$ cat config.mk
export PLATFORM = sky130hd
export DESIGN_NAME = pattern_sync_rx
export DESIGN_NICKNAME = d
export VERILOG_FILES = /design/src/rtl/pattern_sync_rx_pkg.sv /design/src/rtl/srx_history.sv /design/src/rtl/srx_matcher.sv /design/src/rtl/srx_deser.sv /design/src/rtl/pattern_sync_rx.sv
export SDC_FILE = /design/constraint.sdc
export NUM_CORES = 1
export LEC_CHECK = 0
export CAP_MARGIN = 20
export CELL_PAD_IN_SITES_DETAIL_PLACEMENT = 1
export CELL_PAD_IN_SITES_GLOBAL_PLACEMENT = 1
export CORE_MARGIN = 4
export CORE_UTILIZATION = 43
export DETAILED_ROUTE_END_ITERATION = 8
export GPL_ROUTABILITY_DRIVEN = 0
export HOLD_SLACK_MARGIN = 0.08
export PLACE_DENSITY = 0.84
export SYNTH_ARGS = -nofsm -noshare
export SYNTH_HDL_FRONTEND = slang
export SYNTH_SLANG_ARGS = --single-unit
$ cat constraint.sdc
create_clock -name clk_i -period 4.1 [get_ports clk_i]
set_input_delay 0.82 -clock clk_i [delete_from_list [all_inputs] [get_ports clk_i]]
set_output_delay 0.82 -clock clk_i [all_outputs]
set_load 0.1 [all_outputs]
$ cat src/rtl/pattern_sync_rx_pkg.sv
package pattern_sync_rx_pkg;
  typedef enum logic [1:0] {
    ST_IDLE  = 2'd0,
    ST_DELAY = 2'd1,
    ST_DATA  = 2'd2
  } rx_state_e;

  typedef enum logic [1:0] {
    START_FS_RISE = 2'd0,
    START_FS_FALL = 2'd1,
    START_CMP0    = 2'd2,
    START_NONE    = 2'd3
  } start_mode_e;
endpackage

$ cat src/rtl/srx_history.sv
module srx_history #(
  parameter int HIST_W = 16,
  localparam int LEN_W = $clog2(HIST_W + 1)
) (
  input  logic              clk_i,
  input  logic              rst_ni,
  input  logic              bit_en_i,
  input  logic              bit_i,
  output logic [HIST_W-1:0] hist_nx_o,
  output logic [LEN_W-1:0]  fill_nx_o
);
  logic [HIST_W-1:0] hist_q;
  logic [LEN_W-1:0]  fill_q;

  assign hist_nx_o = {hist_q[HIST_W-2:0], bit_i};
  assign fill_nx_o = (fill_q == LEN_W'(HIST_W)) ? fill_q : fill_q + 1'b1;

  always_ff @(posedge clk_i or negedge rst_ni) begin
    if (!rst_ni) begin
      hist_q <= '0;
      fill_q <= '0;
    end else if (bit_en_i) begin
      hist_q <= hist_nx_o;
      fill_q <= fill_nx_o;
    end
  end

  p_fill_bound_r4: assert property (@(posedge clk_i) disable iff (!rst_ni)
    fill_q <= LEN_W'(HIST_W));
endmodule

$ cat src/rtl/srx_matcher.sv
module srx_matcher #(
  parameter int HIST_W = 16,
  localparam int LEN_W = $clog2(HIST_W + 1)
) (
  input  logic [HIST_W-1:0] hist_i,
  input  logic [HIST_W-1:0] pattern_i,
  input  logic [LEN_W-1:0]  len_i,
  output logic              match_o
);
  logic [HIST_W-1:0] mask;

  always_comb begin
    for (int i = 0; i < HIST_W; i++) mask[i] = (LEN_W'(i) < len_i);
    match_o = (len_i != '0) && (((hist_i ^ pattern_i) & mask) == '0);
  end
endmodule

$ cat src/rtl/srx_deser.sv
module srx_deser #(
  parameter int DATA_W = 32,
  localparam int WL_W = $clog2(DATA_W)
) (
  input  logic              clk_i,
  input  logic              rst_ni,
  input  logic              shift_en_i,
  input  logic              clear_i,
  input  logic              bit_i,
  input  logic              msb_first_i,
  input  logic [WL_W-1:0]   len_m1_i,
  output logic              done_o,
  output logic [DATA_W-1:0] word_o
);
  logic [DATA_W-1:0] sh_q, base, sh_nx;
  logic [WL_W-1:0]   bcnt_q;

  always_comb begin
    base  = (bcnt_q == '0) ? '0 : sh_q;
    sh_nx = msb_first_i ? {base[DATA_W-2:0], bit_i} : {bit_i, base[DATA_W-1:1]};
    done_o = shift_en_i && (bcnt_q == len_m1_i);
    // LSB-first word sits at the top of the register; align it down
    word_o = msb_first_i ? sh_nx : (sh_nx >> (WL_W'(DATA_W - 1) - len_m1_i));
  end

  always_ff @(posedge clk_i or negedge rst_ni) begin
    if (!rst_ni) begin
      sh_q   <= '0;
      bcnt_q <= '0;
    end else if (clear_i) begin
      bcnt_q <= '0;
    end else if (shift_en_i) begin
      sh_q   <= sh_nx;
      bcnt_q <= done_o ? '0 : bcnt_q + 1'b1;
    end
  end

  p_count_bound_r6: assert property (@(posedge clk_i) disable iff (!rst_ni)
    shift_en_i |-> bcnt_q <= len_m1_i);
endmodule

$ cat src/rtl/pattern_sync_rx.sv
module pattern_sync_rx
  import pattern_sync_rx_pkg::*;
#(
  parameter int DATA_W = 32,
  parameter int HIST_W = 16,
  parameter int DLY_W  = 8,
  parameter int CNT_W  = 4,
  localparam int LEN_W = $clog2(HIST_W + 1),
  localparam int WL_W  = $clog2(DATA_W)
) (
  input  logic              clk_i,
  input  logic              rst_ni,
  input  logic              bit_en_i,
  input  logic              rx_data_i,
  input  logic              fsync_i,
  input  logic [1:0]        start_mode_i,
  input  logic              stop_mode_i,
  input  logic [LEN_W-1:0]  sync_len_i,
  input  logic [HIST_W-1:0] cmp0_i,
  input  logic [HIST_W-1:0] cmp1_i,
  input  logic [DLY_W-1:0]  delay_i,
  input  logic [WL_W-1:0]   word_len_i,
  input  logic [CNT_W-1:0]  word_cnt_i,
  input  logic              msb_first_i,
  input  logic              arm_i,
  input  logic              ready_i,
  output logic [DATA_W-1:0] word_o,
  output logic              valid_o,
  output logic              overrun_o,
  output logic              sync_o
);
  rx_state_e         state_q;
  logic [DLY_W-1:0]  dcnt_q;
  logic [CNT_W-1:0]  wcnt_q;
  logic              armed_q, fs_q;
  logic [HIST_W-1:0] hist_nx;
  logic [LEN_W-1:0]  fill_nx;
  logic [HIST_W-1:0] pats [2];
  logic [1:0]        match;
  logic              fill_ok, m0, m1, fs_rise, fs_fall, start_ev, fs_edge;
  logic              shift_en, word_done;
  logic [DATA_W-1:0] word_nx;

  srx_history #(.HIST_W(HIST_W)) u_hist (
    .clk_i, .rst_ni, .bit_en_i, .bit_i(rx_data_i),
    .hist_nx_o(hist_nx), .fill_nx_o(fill_nx)
  );

  assign pats[0] = cmp0_i;
  assign pats[1] = cmp1_i;

  for (genvar g = 0; g < 2; g++) begin : g_cmp
    srx_matcher #(.HIST_W(HIST_W)) u_match (
      .hist_i(hist_nx), .pattern_i(pats[g]), .len_i(sync_len_i), .match_o(match[g])
    );
  end

  assign fill_ok = fill_nx >= sync_len_i;
  assign m0      = match[0] && fill_ok;
  assign m1      = match[1] && fill_ok;
  assign fs_rise = fsync_i && !fs_q;
  assign fs_fall = !fsync_i && fs_q;

  always_comb begin
    unique case (start_mode_e'(start_mode_i))
      START_FS_RISE: begin start_ev = fs_rise; fs_edge = fs_rise; end
      START_FS_FALL: begin start_ev = fs_fall; fs_edge = fs_fall; end
      START_CMP0:    begin start_ev = armed_q && m0; fs_edge = 1'b0; end
      default:       begin start_ev = 1'b0; fs_edge = 1'b0; end
    endcase
  end

  assign shift_en = bit_en_i && (state_q == ST_DATA);

  srx_deser #(.DATA_W(DATA_W)) u_deser (
    .clk_i, .rst_ni, .shift_en_i(shift_en), .clear_i(state_q != ST_DATA),
    .bit_i(rx_data_i), .msb_first_i, .len_m1_i(word_len_i),
    .done_o(word_done), .word_o(word_nx)
  );

  always_ff @(posedge clk_i or negedge rst_ni) begin
    if (!rst_ni) begin
      state_q <= ST_IDLE;
      dcnt_q  <= '0;
      wcnt_q  <= '0;
      armed_q <= 1'b0;
      fs_q    <= 1'b0;
    end else begin
      if (bit_en_i) begin
        fs_q <= fsync_i;
        unique case (state_q)
          ST_IDLE: if (start_ev) begin
            wcnt_q <= '0;
            if (start_mode_i == START_CMP0) armed_q <= 1'b0;
            if (delay_i == '0) state_q <= ST_DATA;
            else begin
              state_q <= ST_DELAY;
              dcnt_q  <= delay_i;
            end
          end
          ST_DELAY: begin
            if (stop_mode_i && m1) state_q <= ST_IDLE;
            else begin
              dcnt_q <= dcnt_q - 1'b1;
              if (dcnt_q == DLY_W'(1)) state_q <= ST_DATA;
            end
          end
          ST_DATA: begin
            if (stop_mode_i) begin
              if (m1) state_q <= ST_IDLE;
            end else if (word_done) begin
              if (wcnt_q == word_cnt_i) state_q <= ST_IDLE;
              else wcnt_q <= wcnt_q + 1'b1;
            end
          end
          default: state_q <= ST_IDLE;
        endcase
      end
      if (arm_i) armed_q <= 1'b1;
    end
  end

  always_ff @(posedge clk_i or negedge rst_ni) begin
    if (!rst_ni) begin
      word_o    <= '0;
      valid_o   <= 1'b0;
      overrun_o <= 1'b0;
      sync_o    <= 1'b0;
    end else begin
      sync_o    <= bit_en_i && fs_edge;
      overrun_o <= word_done && valid_o && !ready_i;
      if (word_done) begin
        word_o  <= word_nx;
        valid_o <= 1'b1;
      end else if (ready_i) begin
        valid_o <= 1'b0;
      end
    end
  end

  p_valid_hold_r9: assert property (@(posedge clk_i) disable iff (!rst_ni)
    valid_o && !ready_i |=> valid_o && (overrun_o || $stable(word_o)));
  p_word_on_sample_r9: assert property (@(posedge clk_i) disable iff (!rst_ni)
    $rose(valid_o) |-> $past(bit_en_i));
  p_overrun_cause_r10: assert property (@(posedge clk_i) disable iff (!rst_ni)
    overrun_o |-> $past(valid_o && !ready_i && bit_en_i));
  p_sync_on_sample_r3: assert property (@(posedge clk_i) disable iff (!rst_ni)
    sync_o |-> $past(bit_en_i) && start_mode_i != START_CMP0);
  p_delay_nonzero_r5: assert property (@(posedge clk_i) disable iff (!rst_ni)
    state_q == ST_DELAY |-> dcnt_q != '0);
  p_state_legal_r1: assert property (@(posedge clk_i) disable iff (!rst_ni)
    state_q != 2'd3);
endmodule

==> impl_metrics.yaml <==
outcome:
  outcome: "completed"
min_path:
  type_of_the_most_critical_hold_path: "reg2reg"
  hold_path.startpoint: "word_o[24]"
  holdPathEnd: "word_o[24]"
  whs_path_depth: 2
floorplanning:
  io_pins: 100
  core_um2: 18200
  die_h_um: 145
  site_row_count: 49
  dieArea_um2: 21000
  fp.dieW_um: 145
  floorplan.initialDensity_pct: 44.3
placement:
  worst_setup_slack_before_clock_tree_synthesis_ns: 0.295
  port_buffers: 99
  dpl.hpwl_mm: 20.5
yosys:
  postSynthRegisterBits: 108
  synthTopCellsByArea: "sky130_fd_sc_hd__dfrtp_1 33%, sky130_fd_sc_hd__mux2i_1 9.7%, sky130_fd_sc_hd__nand2_1 5.4%, sky130_fd_sc_hd__mux2_2 5.0%, sky130_fd_sc_hd__o21ai_0 5.0%"
  synth_cells: 921
  post-synth-top-area-fraction_pct: 33.5
  mappedNetlistNets: 998
  yosys.cell_types.count: 74
  synth.largest_area_cell: "sky130_fd_sc_hd__dfrtp_1"
  dominantRegCellSynth: "sky130_fd_sc_hd__dfrtp_1"
  mappedNetlistArea_um2: 8070
  avgSynthCellArea_um2: 8.77
  yosysSeqAreaShare_pct: 33.5
  synth-async-reset-ratio_pct: 100
  ys_warn_count: 0
  edff_count_synth: 0
sta:
  timing.clock.skew_ns: 0.00942
  fmax_mhz: 288
  timing.final.hold_violations: 0
  max_slew_headroom_at_the_worst_pin_pct: 30.9
  setup_viol: 0
  post-route-min-period_ns: 3.47
  final.period_utilization_pct: 84.6
  postLayoutSetupSlackWorst_ns: 0.631
  worst_pin_slew_ns: 1.03
  grt_setup_unrepaired: "no"
  maxSlewViolCount: 0
  timing.setup.tns_ns: 0
cts:
  cts_bufs_inserted: 9
  ctsHtreeMaxLevel: 3
  insertion_delay_ns: 0.36
  cts-resized-gates: 0
  tritoncts: "built"
  cts.reportedPaths.clkPinSlew_ns: 0.08
  postcts_setup_bufs: 0
  cts.sink_count: 108
  postCtsHoldBufs: 0
  ctsRootBufferMaster: "sky130_fd_sc_hd__clkbuf_16"
  ctsLongestPathBuffers: 2
layout:
  finish.utilization_pct: 53.1
  net_count_of_the_finished_layout: 1072
  multi_input_comb_area_um2: 5050
  inserted_diodes: 0
  seqCellArea_um2: 2700
  flow.area_growth_from_synthesis_pct: 19.8
  drive_gt1_share_pct: 11.0
  fillers: 2137
power_and_ir_drop:
  share_clk_of_total_power_pct: 20.7
  internal_power_mw: 2.69
  maximum_ir_drop_on_the_vdd_rail_mv: 0.294
  power_switching_mw: 2.31
  share_seq_of_total_power_pct: 33.4
  share_comb_of_total_power_pct: 45.9
  powerDensity_nw_per_um2: 517
  power_switching_share_pct: 46.2
  static-leakage-power_nw: 4.07
route:
  detail_route.iter0.violations: 521
  wl_mm: 27.8
  drt.antenna.violating_nets: 0
  wl_per_cell_um: 22.7
  drtPass1Iterations: 5
  num_vias: 7750
  post-route-drc-count: 0
  vias_per_cell: 6.31
global_route:
  grt_remaining_overflow: 0
  grt_pass1_vias: 7897
  all_layer_global_routing_usage_pct: 26.2
  largest_net_degree_at_the_start_of_global_routing: 60
  antenna_found_initial: 0
  grt_first_pass_wirelength_mm: 44.9
critical_path:
  cp_max_fo: 9
  crit-reg2reg-launch: "u_hist.fill_q[0]"
  critical_path.endpoint_type: "flip-flop"
  critical_path_arrival_ns: 3.72
  required_time_of_the_critical_path_ns: 4.35
  slowest_delay_ns: 0.56
  r2r-end: "dcnt_q[3]"
  path_class: "in2reg"
  critPathLaunchType: "input port"
  cp_slowest_cell: "sky130_fd_sc_hd__clkdlybuf4s50_1"
  reg2reg_slack_ns: 0.92
  crit_chain: "clkdlybuf4s50_1 > a311oi_1 > nor2_1 > a2111oi_0 > nand3_1 > nor4_1 > buf_4 > nor3_4 > o32a_2"
  worst-r2r-cell-count: 14
job:
  maxCapViolations: 0
==> cell families after synthesis <==
family / synth area share (%)
DFF: 33.5
buffers and inverters: 4.20
adders and majority gates: 1.86
xor gates and xnor gates: 5.42
muxes: 17.8
and+or+nand+nor: 16.8
AOI/OAI and AO/OA: 20.4
==> cell usage in the layout (no fill, tap or decap), types with 5 or more instances in the layout <==
cell type,Yosys,routed
sky130_fd_sc_hd__mux2i_1,78,78
sky130_fd_sc_hd__dfrtp_1,108,108
sky130_fd_sc_hd__o22a_1,8,8
sky130_fd_sc_hd__ha_1,12,12
sky130_fd_sc_hd__clkbuf_16,0,9
sky130_fd_sc_hd__a21oi_1,30,30
sky130_fd_sc_hd__a31oi_1,7,7
sky130_fd_sc_hd__a21o_1,5,5
sky130_fd_sc_hd__and2_1,6,6
sky130_fd_sc_hd__xnor2_1,21,21
sky130_fd_sc_hd__a211oi_1,17,17
sky130_fd_sc_hd__nor2b_1,7,7
sky130_fd_sc_hd__o21ai_0,80,80
sky130_fd_sc_hd__nand3_1,22,22
sky130_fd_sc_hd__nor4_1,6,6
sky130_fd_sc_hd__and3_1,18,18
sky130_fd_sc_hd__xor2_1,29,29
sky130_fd_sc_hd__o31ai_1,9,9
sky130_fd_sc_hd__or3_1,6,6
sky130_fd_sc_hd__buf_4,0,30
sky130_fd_sc_hd__clkdlybuf4s50_1,0,94
sky130_fd_sc_hd__o211ai_1,9,9
sky130_fd_sc_hd__mux2_2,36,36
sky130_fd_sc_hd__o22ai_1,9,9
sky130_fd_sc_hd__nand2b_1,6,6
sky130_fd_sc_hd__inv_1,19,19
sky130_fd_sc_hd__mux4_2,11,11
sky130_fd_sc_hd__nand2_1,117,117
sky130_fd_sc_hd__nor2_1,79,78
sky130_fd_sc_hd__nand4_1,5,5
sky130_fd_sc_hd__nor3_1,10,9
sky130_fd_sc_hd__a221oi_1,13,13
sky130_fd_sc_hd__a22o_1,5,5
==> per-stage QoR <==
stage          cell area, um^2  power, mW  instances  hold WS, ns
2_1_floorplan             8070       3.25        921        0.465
3_3_place_gp              9320       3.89       1213        0.469
3_5_place_dp              9320       3.96       1213        0.469
4_1_cts                   9670       5.02       1229        0.485
5_1_grt                   9670       5.24       1229        0.519
6_report                  9670       5.00       1229        0.479
==> final cells by class <==
type	instances	area share [%]
inverter	20	0.776
clock inverter	5	1.11
timing repair buffer	129	12.5
sequential	108	28.0
tap	229	2.96
multi-input combinational	727	52.2
clock buffer	11	2.51
==> power groups by stage <==
stage	Sequential (mW)	Combinational, mW	Clock, mW
2_1_floorplan	2.38	0.869	0
3_3_place_gp	1.66	2.23	0
3_5_place_dp	1.68	2.29	0
4_1_cts	1.66	2.30	1.06
5_1_grt	1.70	2.44	1.10
6_report	1.67	2.30	1.04
==> metal layers <==
metal | routed length [um] | up-vias | track usage, %
li1 | - | 3536 | -
met1 | 12100 | 3898 | 35.6
met2 | 13100 | 258 | 42.3
met3 | 1710 | 58 | 4.80
met4 | 865 | 0 | 8.84
met5 | 0 | - | 0
==> how the worst max path moves through the flow <==
stage	from	endpoint	slack [ns]	cells past startpoint
floorplan	sync_len_i[4]	dcnt_q[6]	1.04	8
global placement	sync_len_i[0]	dcnt_q[0]	0.41	8
detailed placement	sync_len_i[0]	dcnt_q[3]	0.29	9
CTS	sync_len_i[0]	dcnt_q[3]	0.66	9
global route	sync_len_i[0]	dcnt_q[3]	0.37	9
finish	sync_len_i[0]	dcnt_q[3]	0.63	9
==> cell usage after synthesis, types with 8 or more instances <==
cell                       count
sky130_fd_sc_hd__a211oi_1     17
sky130_fd_sc_hd__a21oi_1      30
sky130_fd_sc_hd__a221oi_1     13
sky130_fd_sc_hd__and3_1       18
sky130_fd_sc_hd__buf_1         9
sky130_fd_sc_hd__clkbuf_1     49
sky130_fd_sc_hd__dfrtp_1     108
sky130_fd_sc_hd__ha_1         12
sky130_fd_sc_hd__inv_1        19
sky130_fd_sc_hd__mux2_2       36
sky130_fd_sc_hd__mux2i_1      78
sky130_fd_sc_hd__mux4_2       11
sky130_fd_sc_hd__nand2_1     117
sky130_fd_sc_hd__nand3_1      22
sky130_fd_sc_hd__nor2_1       79
sky130_fd_sc_hd__nor3_1       10
sky130_fd_sc_hd__o211ai_1      9
sky130_fd_sc_hd__o21ai_0      80
sky130_fd_sc_hd__o22a_1        8
sky130_fd_sc_hd__o22ai_1       9
sky130_fd_sc_hd__o31ai_1       9
sky130_fd_sc_hd__xnor2_1      21
sky130_fd_sc_hd__xor2_1       29
==> flip-flops by register name, indices dropped and copies added, names as in the netlist, 2 cells and up <==
name            cells
u_deser.sh_q       32
u_hist.fill_q       5
dcnt_q              8
wcnt_q              4
state_q             2
u_hist.hist_q      15
word_o             32
u_deser.bcnt_q      5
==> critical path, delay by kind of cell <==
| family | cells | cell delay, ns |
|---|---|---|
| AOI/OAI and AO/OA | 3 | 1.38 |
| buffers and inverters | 2 | 0.76 |
| and+or+nand+nor | 4 | 0.75 |
Note: power is estimated with default switching activity, not from simulation.
